$ cat config.mk
export PLATFORM = sky130hd
export DESIGN_NAME = pcie_ep_cfg_header
export DESIGN_NICKNAME = d
export VERILOG_FILES = /design/src/rtl/pcie_cfg_hdr_pkg.sv /design/src/rtl/pcie_cfg_cmd_reg.sv /design/src/rtl/pcie_cfg_bar64.sv /design/src/rtl/pcie_ep_cfg_header.sv
export SDC_FILE = /design/constraint.sdc
export NUM_CORES = 1
export LEC_CHECK = 0
export ABC_AREA = 1
export BUFFER_PORTS_ARGS = -buffer_cell sky130_fd_sc_hd__buf_2
export CORE_MARGIN = 2
export CORE_UTILIZATION = 35
export CTS_BUF_LIST = sky130_fd_sc_hd__clkbuf_4 sky130_fd_sc_hd__clkbuf_8 sky130_fd_sc_hd__clkbuf_16
export CTS_CLUSTER_SIZE = 12
export DETAILED_ROUTE_END_ITERATION = 12
export GPL_ROUTABILITY_DRIVEN = 1
export SLEW_MARGIN = 5
export SYNTH_ARGS = -nofsm -noshare
export SYNTH_HDL_FRONTEND = slang
export SYNTH_SLANG_ARGS = --single-unit
$ cat constraint.sdc
create_clock -name clk -period 2.6 [get_ports clk]
set_input_delay 0.13 -clock clk [delete_from_list [all_inputs] [get_ports clk]]
set_output_delay 0.13 -clock clk [all_outputs]
set_load 0.005 [all_outputs]
$ cat src/rtl/pcie_cfg_hdr_pkg.sv
package pcie_cfg_hdr_pkg;

    localparam int CFG_DW_W   = 10;
    localparam int CFG_DATA_W = 32;
    localparam int CFG_BE_W   = CFG_DATA_W / 8;

    typedef logic [CFG_DW_W-1:0]   cfg_dw_t;
    typedef logic [CFG_DATA_W-1:0] cfg_word_t;
    typedef logic [CFG_BE_W-1:0]   cfg_be_t;

    // Decoded access into the header
    typedef struct packed {
        logic      wr_cmd;
        logic      wr_cls;
        logic      wr_bar_lo;
        logic      wr_bar_hi;
        cfg_be_t   be;
        cfg_word_t data;
    } hdr_wr_t;

    // Dword slots with behaviour
    localparam cfg_dw_t DW_CMD_STS = cfg_dw_t'(1);
    localparam cfg_dw_t DW_CLS_LT  = cfg_dw_t'(3);
    localparam cfg_dw_t DW_BAR_LO  = cfg_dw_t'(4);
    localparam cfg_dw_t DW_BAR_HI  = cfg_dw_t'(5);
    localparam cfg_dw_t DW_INT_ARB = cfg_dw_t'(15);

    // Command bits kept: memory enable, bus master, parity resp, SERR enable, INTx disable
    localparam logic [15:0] CMD_RW_MASK = 16'h0546;
    // Status: only the capability-list bit is set
    localparam logic [15:0] STS_FIXED   = 16'h0010;

    function automatic cfg_word_t lane_merge(input cfg_word_t old_w,
                                             input cfg_word_t new_w,
                                             input cfg_be_t   be);
        cfg_word_t r;
        r = old_w;
        for (int i = 0; i < CFG_BE_W; i++) begin
            if (be[i]) r[8*i +: 8] = new_w[8*i +: 8];
        end
        return r;
    endfunction

endpackage

$ cat src/rtl/pcie_cfg_cmd_reg.sv
module pcie_cfg_cmd_reg
    import pcie_cfg_hdr_pkg::*;
(
    input  logic        clk,
    input  logic        rst,
    input  hdr_wr_t     wr,
    output logic [15:0] cmd_q,
    output logic [7:0]  cls_q
);

    cfg_word_t cmd_merged;
    cfg_word_t cls_merged;

    always_comb begin
        cmd_merged = lane_merge({16'd0, cmd_q}, wr.data, wr.be);
        cls_merged = lane_merge({24'd0, cls_q}, wr.data, wr.be);
    end

    always_ff @(posedge clk) begin
        if (rst) begin
            cmd_q <= '0;
            cls_q <= '0;
        end else begin
            if (wr.wr_cmd) cmd_q <= cmd_merged[15:0] & CMD_RW_MASK;
            if (wr.wr_cls) cls_q <= cls_merged[7:0];
        end
    end

    AST_CMD_RESET_CLEAR: assert property (@(posedge clk) disable iff (rst)
        $past(rst) |-> (cmd_q == 16'd0 && cls_q == 8'd0)) else $error("cmd reset");

    AST_CMD_HOLD_NO_WRITE: assert property (@(posedge clk) disable iff (rst)
        !$past(wr.wr_cmd) |-> $stable(cmd_q)) else $error("cmd changed");

    AST_CLS_HOLD_NO_WRITE: assert property (@(posedge clk) disable iff (rst)
        !$past(wr.wr_cls) |-> $stable(cls_q)) else $error("cls changed");

endmodule

$ cat src/rtl/pcie_cfg_bar64.sv
module pcie_cfg_bar64
    import pcie_cfg_hdr_pkg::*;
#(
    parameter int BAR_SIZE_LOG2 = 12,
    parameter bit PREFETCHABLE  = 1'b1
) (
    input  logic      clk,
    input  logic      rst,
    input  hdr_wr_t   wr,
    output cfg_word_t lo_rd,
    output cfg_word_t hi_rd
);

    localparam logic [63:0] SPAN_M1   = (64'd1 << BAR_SIZE_LOG2) - 64'd1;
    localparam logic [63:0] ADDR_MASK = ~SPAN_M1;
    localparam logic [3:0]  ATTR      = {PREFETCHABLE, 2'b10, 1'b0};

    generate
        if (BAR_SIZE_LOG2 < 7 || BAR_SIZE_LOG2 > 63) begin : g_bad_size
            $error("BAR window must be 2^7 to 2^63 bytes");
        end
    endgenerate

    logic [63:0] base_q;
    logic [63:0] base_nxt;

    always_comb begin
        base_nxt = base_q;
        if (wr.wr_bar_lo) base_nxt[31:0]  = lane_merge(base_q[31:0],  wr.data, wr.be);
        if (wr.wr_bar_hi) base_nxt[63:32] = lane_merge(base_q[63:32], wr.data, wr.be);
    end

    always_ff @(posedge clk) begin
        if (rst) base_q <= '0;
        else     base_q <= base_nxt & ADDR_MASK;
    end

    assign lo_rd = {base_q[31:4], ATTR};
    assign hi_rd = base_q[63:32];

    AST_BAR_RESET_CLEAR: assert property (@(posedge clk) disable iff (rst)
        $past(rst) |-> (lo_rd[31:4] == 28'd0 && hi_rd == 32'd0)) else $error("bar reset");

    AST_BAR_HOLD_NO_WRITE: assert property (@(posedge clk) disable iff (rst)
        !$past(wr.wr_bar_lo || wr.wr_bar_hi) |-> ($stable(lo_rd) && $stable(hi_rd))) else $error("bar changed");

endmodule

$ cat src/rtl/pcie_ep_cfg_header.sv
module pcie_ep_cfg_header
    import pcie_cfg_hdr_pkg::*;
#(
    parameter int BAR_SIZE_LOG2 = 12,
    parameter bit PREFETCHABLE  = 1'b1
) (
    input  logic        clk,
    input  logic        rst,
    input  logic        cfg_req,
    input  logic        cfg_we,
    input  logic [9:0]  cfg_dw_addr,
    input  logic [3:0]  cfg_be,
    input  logic [31:0] cfg_wdata,
    output logic [31:0] cfg_rdata,
    output logic        cfg_rvalid,
    output logic        mem_space_en,
    output logic        bus_master_en
);

    localparam logic [63:0] BAR_SPAN_M1 = (64'd1 << BAR_SIZE_LOG2) - 64'd1;
    localparam logic [31:0] BAR_LO_ZERO = BAR_SPAN_M1[31:0] & 32'hFFFF_FFF0;
    localparam logic [31:0] CMD_ZERO    = {16'd0, ~CMD_RW_MASK};

    hdr_wr_t   wr;
    logic [15:0] cmd_q;
    logic [7:0]  cls_q;
    cfg_word_t bar_lo, bar_hi;
    cfg_word_t rd_mux;
    logic      rd_go;
    cfg_dw_t   rd_dw_q;

    always_comb begin
        logic do_wr;
        do_wr        = cfg_req && cfg_we;
        wr.wr_cmd    = do_wr && (cfg_dw_addr == DW_CMD_STS);
        wr.wr_cls    = do_wr && (cfg_dw_addr == DW_CLS_LT);
        wr.wr_bar_lo = do_wr && (cfg_dw_addr == DW_BAR_LO);
        wr.wr_bar_hi = do_wr && (cfg_dw_addr == DW_BAR_HI);
        wr.be        = cfg_be;
        wr.data      = cfg_wdata;
    end

    assign rd_go = cfg_req && !cfg_we;

    pcie_cfg_cmd_reg u_cmd (
        .clk   (clk),
        .rst   (rst),
        .wr    (wr),
        .cmd_q (cmd_q),
        .cls_q (cls_q)
    );

    pcie_cfg_bar64 #(
        .BAR_SIZE_LOG2 (BAR_SIZE_LOG2),
        .PREFETCHABLE  (PREFETCHABLE)
    ) u_bar (
        .clk   (clk),
        .rst   (rst),
        .wr    (wr),
        .lo_rd (bar_lo),
        .hi_rd (bar_hi)
    );

    always_comb begin
        case (cfg_dw_addr)
            DW_CMD_STS: rd_mux = {STS_FIXED, cmd_q};
            DW_CLS_LT:  rd_mux = {24'd0, cls_q};
            DW_BAR_LO:  rd_mux = bar_lo;
            DW_BAR_HI:  rd_mux = bar_hi;
            default:    rd_mux = '0;
        endcase
    end

    always_ff @(posedge clk) begin
        if (rst) begin
            cfg_rvalid <= 1'b0;
            cfg_rdata  <= '0;
            rd_dw_q    <= '0;
        end else begin
            cfg_rvalid <= rd_go;
            cfg_rdata  <= rd_go ? rd_mux : '0;
            if (rd_go) rd_dw_q <= cfg_dw_addr;
        end
    end

    assign mem_space_en  = cmd_q[1];
    assign bus_master_en = cmd_q[2];

    AST_RVALID_AFTER_READ: assert property (@(posedge clk) disable iff (rst)
        cfg_rvalid |-> $past(cfg_req && !cfg_we)) else $error("stray rvalid");

    AST_RDATA_IDLE_ZERO: assert property (@(posedge clk) disable iff (rst)
        !cfg_rvalid |-> cfg_rdata == 32'd0) else $error("idle rdata");

    AST_CMD_OBSOLETE_ZERO: assert property (@(posedge clk) disable iff (rst)
        (cfg_rvalid && rd_dw_q == DW_CMD_STS) |-> (cfg_rdata & CMD_ZERO) == 32'd0) else $error("cmd bits");

    AST_STATUS_FIXED: assert property (@(posedge clk) disable iff (rst)
        (cfg_rvalid && rd_dw_q == DW_CMD_STS) |-> cfg_rdata[31:16] == 16'h0010) else $error("status");

    AST_LAT_TIMER_ZERO: assert property (@(posedge clk) disable iff (rst)
        (cfg_rvalid && rd_dw_q == DW_CLS_LT) |-> cfg_rdata[31:8] == 24'd0) else $error("lat timer");

    AST_ARB_BYTES_ZERO: assert property (@(posedge clk) disable iff (rst)
        (cfg_rvalid && rd_dw_q == DW_INT_ARB) |-> cfg_rdata == 32'd0) else $error("arb bytes");

    AST_BAR_ATTR: assert property (@(posedge clk) disable iff (rst)
        (cfg_rvalid && rd_dw_q == DW_BAR_LO) |-> cfg_rdata[3:0] == {PREFETCHABLE, 3'b100}) else $error("bar attr");

    AST_BAR_SIZE_BITS_ZERO: assert property (@(posedge clk) disable iff (rst)
        (cfg_rvalid && rd_dw_q == DW_BAR_LO) |-> (cfg_rdata & BAR_LO_ZERO) == 32'd0) else $error("bar low bits");

    AST_MEM_EN_TRACKS_CMD: assert property (@(posedge clk) disable iff (rst)
        $past(wr.wr_cmd && cfg_be[0]) |-> mem_space_en == $past(cfg_wdata[1])) else $error("mem en");

endmodule

## Yosys cells after proc, flatten, opt, wreduce, memory -nomap -nowiden

Cells that the tools add are included.

- Register bits: 110
- Bits in latches: 0
- Bits in writable memories: 0
- ROM bits: 0
- Input bits: 50
- Word-level logic and storage cells: 37
- Memories: 0

- Add/sub/neg operators: 0
- Multipliers: 0
- Divide/modulo/power cells: 0
- Magnitude comparators: 0
- Equal/unequal tests: 4
- Shift operators: 0
- Mux-type cells: 1
- Bitwise gates (word level): 1
- Reductions and logical operators: 18

Operators with widths:

| kind | number |
|---|---|
| 32-bit case mux with 4 select lines | 1 |
| 10-bit by 3-bit equality test with 1-bit output (second input constant) | 2 |
| 2-bit AND reduction | 10 |
| 10-bit by 1-bit equality test with 1-bit output (second input constant) | 1 |
| 10-bit by 2-bit equality test with 1-bit output (second input constant) | 1 |
| 1-bit logical AND | 6 |
| 2-bit OR reduction | 1 |
| 1-bit logical NOT | 1 |
| 1-bit NOT | 1 |

## Depth between registers and ports, before layout

- Depth after elaboration: 4
- Depth in mapped cells: 10

## By module

A second synthesis with hierarchy kept.

- Cells, all modules: 708
- Area total of the unflattened synthesis: 4667.0 um^2

Modules (own cells, without submodules):

| module | instances | cells an instance | area each (um^2) | sequential area each (um^2) |
|---|---|---|---|---|
| pcie_cfg_bar64 | 1 | 345 | 2222.1 | 1041.0 |
| pcie_ep_cfg_header | 1 | 267 | 1815.5 | 660.6 |
| pcie_cfg_cmd_reg | 1 | 96 | 629.4 | 260.2 |

## Worst setup path after synthesis

OpenSTA, ideal clock, no wires.

- Path type: input-to-reg
- Start point: input port cfg_dw_addr[9]
- End point: register cfg_rdata[21]
- Data arrival time: 1.128 ns
- Required time: 2.534 ns
- Path slack: 1.406 ns
- Stages on the path: 9
- Path buffers: 2
- Path through: nor2_1 > nand2_2 > nor2_8 > buf_8 > nand2_2 > nand2_2 > nand2_4 > buf_6 > a21oi_2

- Longest elaborated chain between the ends: 2
- Elaborated cells between the ends (all ways): 5

RTL lines:

| element | RTL line | RTL |
|---|---|---|
| start, declared | pcie_ep_cfg_header.sv:11 | `input logic [9:0] cfg_dw_addr,` |
| 10-bit by 3-bit equality test with 1-bit output, or another cell as far along | pcie_ep_cfg_header.sv:65 | `case (cfg_dw_addr)` |
| 32-bit case mux with 4 select lines * | pcie_ep_cfg_header.sv:65 |  |
| end signal, assigned | pcie_ep_cfg_header.sv:81 | `cfg_rdata <= rd_go ? rd_mux : '0;` |
| end, declared | pcie_ep_cfg_header.sv:14 | `output logic [31:0] cfg_rdata,` |

Every way passes the cells marked *; elsewhere a longest branch is shown, timed or not.
A chain may end at the register's enable or synchronous reset.

## Final worst setup path

- Start point: input port cfg_dw_addr[9]
- End point: register cfg_rdata[20]

Same word-level chain as after synthesis.

==> summary.md <==
| Metric | Value |
|---|---|
| Family with the most delay on the worst path | `simple AND/OR/NAND/NOR gates` |
| Hold depth | `2` |
| Syn. warnings | `0` |
| Worst Tran Pin Value | `0.596 ns` |
| Power Density | `575 mW/mm^2` |
| Clock Sinks | `98` |
| HP Start | `cfg_we` |
| R2R cell count | `4` |
| Final hold slack | `0.00984 ns` |
| Post-Synth Simple-Gate Area | `37.7%` |
| XOR/XNOR Fraction of Synth Area | `0%` |
| Post-synth top area share | `45.7%` |
| Synth Instances | `603` |
| CTS tree | `built` |
| DR iter-0 viols | `173` |
| Worst skew pair latency | `0.34 ns` |
| Post-Synthesis Net Count | `653` |
| Worst flop-to-flop path startpoint | `u_bar.base_q[52]` |
| Unrepaired setup endpoints after global routing | `false` |
| Share of post-route cells with drive strength above 1 | `21.8%` |
| Min-Delay Endpoint | `cfg_rvalid` |
| Site Rows | `40` |
| Clock H-tree levels | `3` |
| Initial antenna violation count | `0` |
| Gpl congestion | `0.766` |
| Detailed Routing Iterations Pass 1 | `4` |
| Fill cells | `1225` |
| Worst clock skew | `0.00480 ns` |
| HP Class | `in -> reg` |
| Clock-pin slew on the worst setup and hold paths | `0.06 ns` |
| Non-Filler Instances | `829` |
| Crit end category | `flip-flop` |
| Most frequent cells in the layout | `nand2_1 (146), nor2_1 (139), dfxtp_1 (98), buf_2 (84), inv_1 (77)` |
| Port Buffers | `84` |
| Die area | `0.0132 mm^2` |
| Final ANT Viol Nets | `0` |
| # hold bufs at CTS | `0` |
| Design area | `0.00506 mm^2` |
| CP Launch Type | `primary input` |
| Crit path cell chain | `buf_2, nor2_1, inv_1, nor2_1, nand2_1, a21oi_1, o21ai_0, inv_1` |
| Register area share after synthesis | `45.7%` |
| Final hold violations | `0` |
| Placed cell count | `813` |
| Max-slew violations | `0` |
| Die width | `115 um` |
| RR Endpoint | `cfg_rdata[20]` |
| Most common cell after layout, fill and taps aside | `nand2_1` |
| Reg2Reg Setup Slack | `1.79 ns` |
| Post-DP Area | `0.00477 mm^2` |
| Slew HR | `60.1%` |
| Distinct cells, synth | `25` |
| Root buffer cell | `clkbuf_16` |
| Final worst-path cycle share | `56.8%` |
| Worst Path Buf+Inv | `3` |
| Max-cap violations | `0` |
| Vias | `3696` |
| Sum Neg Setup Slack | `0 ns` |
| Via density | `4.46` |
| Arr. time, crit path | `1.76 ns` |
| Final net count | `727` |
| Max Fclk | `0.677 GHz` |
| Crit path largest cell delay | `0.48 ns` |
| Mean Syn Cell Area | `7.11 um^2` |
| Routed wire per std cell | `12.1 um` |
| Post-CTS Setup Inserts | `0` |
| Total power draw | `2.91 mW` |
| Area Overhead vs Synth | `18.1%` |
| Leak Pwr | `2.60 nW` |
| Clock tree buffer depth | `2` |
| Flops & latches, synth | `98` |
| Req. time, crit path | `2.88 ns` |
| Post-route DRC violation count | `0` |
| Adder-Cell Fraction of Synth Area | `0%` |
| Mapped cell area | `0.00429 mm^2` |
| Top cell type by total area after synthesis | `dfxtp_1` |
| Grt ovf | `0` |
| Global Route Usage Sum | `15.7%` |
| Starting Density | `35.7%` |
| Antenna diode instance count | `0` |
| Status | `completed` |
| CTS Buf Count | `9` |
| Mux cell area share after synthesis | `0%` |
| Core ar. | `0.0120 mm^2` |
| Die Span Y | `115 um` |
| Global-route wire length before repair | `16.3 mm` |
| Minimum clock period | `1.48 ns` |
| Cts repair resizes | `0` |
| Synth Area in Compound Gates | `5.19%` |
| Largest net degree at the start of global routing | `27` |
| Num ports | `85` |
| Slowest cell on crit path | `nor2_1` |
| Largest fanout on the critical path | `11` |
| Dpl hpwl | `7.04 mm` |
| Final wirelength | `10.0 mm` |
| WS Path Type | `in -> reg` |
| Final setup viols | `0` |
| Largest family of logic cells by synthesized area | `simple AND/OR/NAND/NOR gates` |
| Synth area leaders | `dfxtp_1 (46%), nand2_1 (13%), nor2_1 (12%), inv_1 (6.8%), nand3_1 (6.2%)` |
| Vias in the first global route | `3466` |
| Max IR drop VDD | `0.000329 V` |
-- cells by family (layout without fill, tap and decap cells) --
group | Yosys count | in the layout
buffers and inverters | 111 | 190
AOI/OAI and AO/OA | 29 | 29
and+or+nand+nor | 365 | 365
DFF | 98 | 98
-- per-layer routing --
layer	wire length (um)	track usage [%]	part of all wire (%)
met2	4580	25.0	46
met1	4860	21.1	49
met5	0	0	0
met3	379	2.54	3.8
met4	179	6.75	1.8
-- cell type report --
class                   count  area, um^2  share of cell area (%)
clock buffers              13         268                    5.29
well taps                 147         184                    3.63
repair buffers             92         480                    9.49
flip-flops and latches     98        1960                    38.7
clock inverters             3        23.8                   0.469
inverters                  82         308                    6.08
multi-input cells         394        1840                    36.3
-- worst max path at each step --
stage,depth (start not counted),end,slack (ns),start
2_1_floorplan,9,cfg_rdata[21],1.41,cfg_dw_addr[9]
3_3_place_gp,8,cfg_rdata[20],0.81,cfg_dw_addr[9]
3_5_place_dp,8,cfg_rdata[20],0.79,cfg_dw_addr[9]
4_1_cts,8,cfg_rdata[20],1.13,cfg_dw_addr[9]
5_1_grt,8,cfg_rdata[4],0.87,cfg_dw_addr[9]
6_report,8,cfg_rdata[20],1.12,cfg_dw_addr[9]
-- through the flow --
step | worst slack (ns) | util [%]
detailed placement | 0.792 | 39.7
CTS | 1.13 | 42.2
finish | 1.12 | 42.2
global placement | 0.811 | 39.7
global route | 0.867 | 42.2
floorplan | 1.41 | -
-- flip-flops by register name, summed over array words and instances (netlist names) --
signal	flops
u_bar.base_q	52
cfg_rdata	32
u_cmd.cls_q	8
u_cmd.cmd_q	5
cfg_rvalid	1
-- power by group --
group / switching (mW) / leakage [nW] / internal [mW]
Clock: 0.564 / 0.139 / 0.725
Combinational: 0.0836 / 1.67 / 0.0375
Sequential: 0.000218 / 0.789 / 1.50
Total: 0.648 / 2.60 / 2.26
-- synth_stat cells --
library cell,count
a21oi_1,7
a21oi_2,20
buf_2,12
buf_4,4
buf_6,4
buf_8,1
clkbuf_1,8
dfxtp_1,98
inv_1,78
inv_2,4
nand2_1,146
nand2_2,4
nand2_4,1
nand3_1,53
nand4_1,9
nand4_2,2
nand4_4,5
nor2_1,139
nor2_2,1
nor2_4,1
nor2_8,1
nor3_1,2
nor3_2,1
o211ai_1,1
o21ai_0,1
Power figures use the tool's default switching activity.
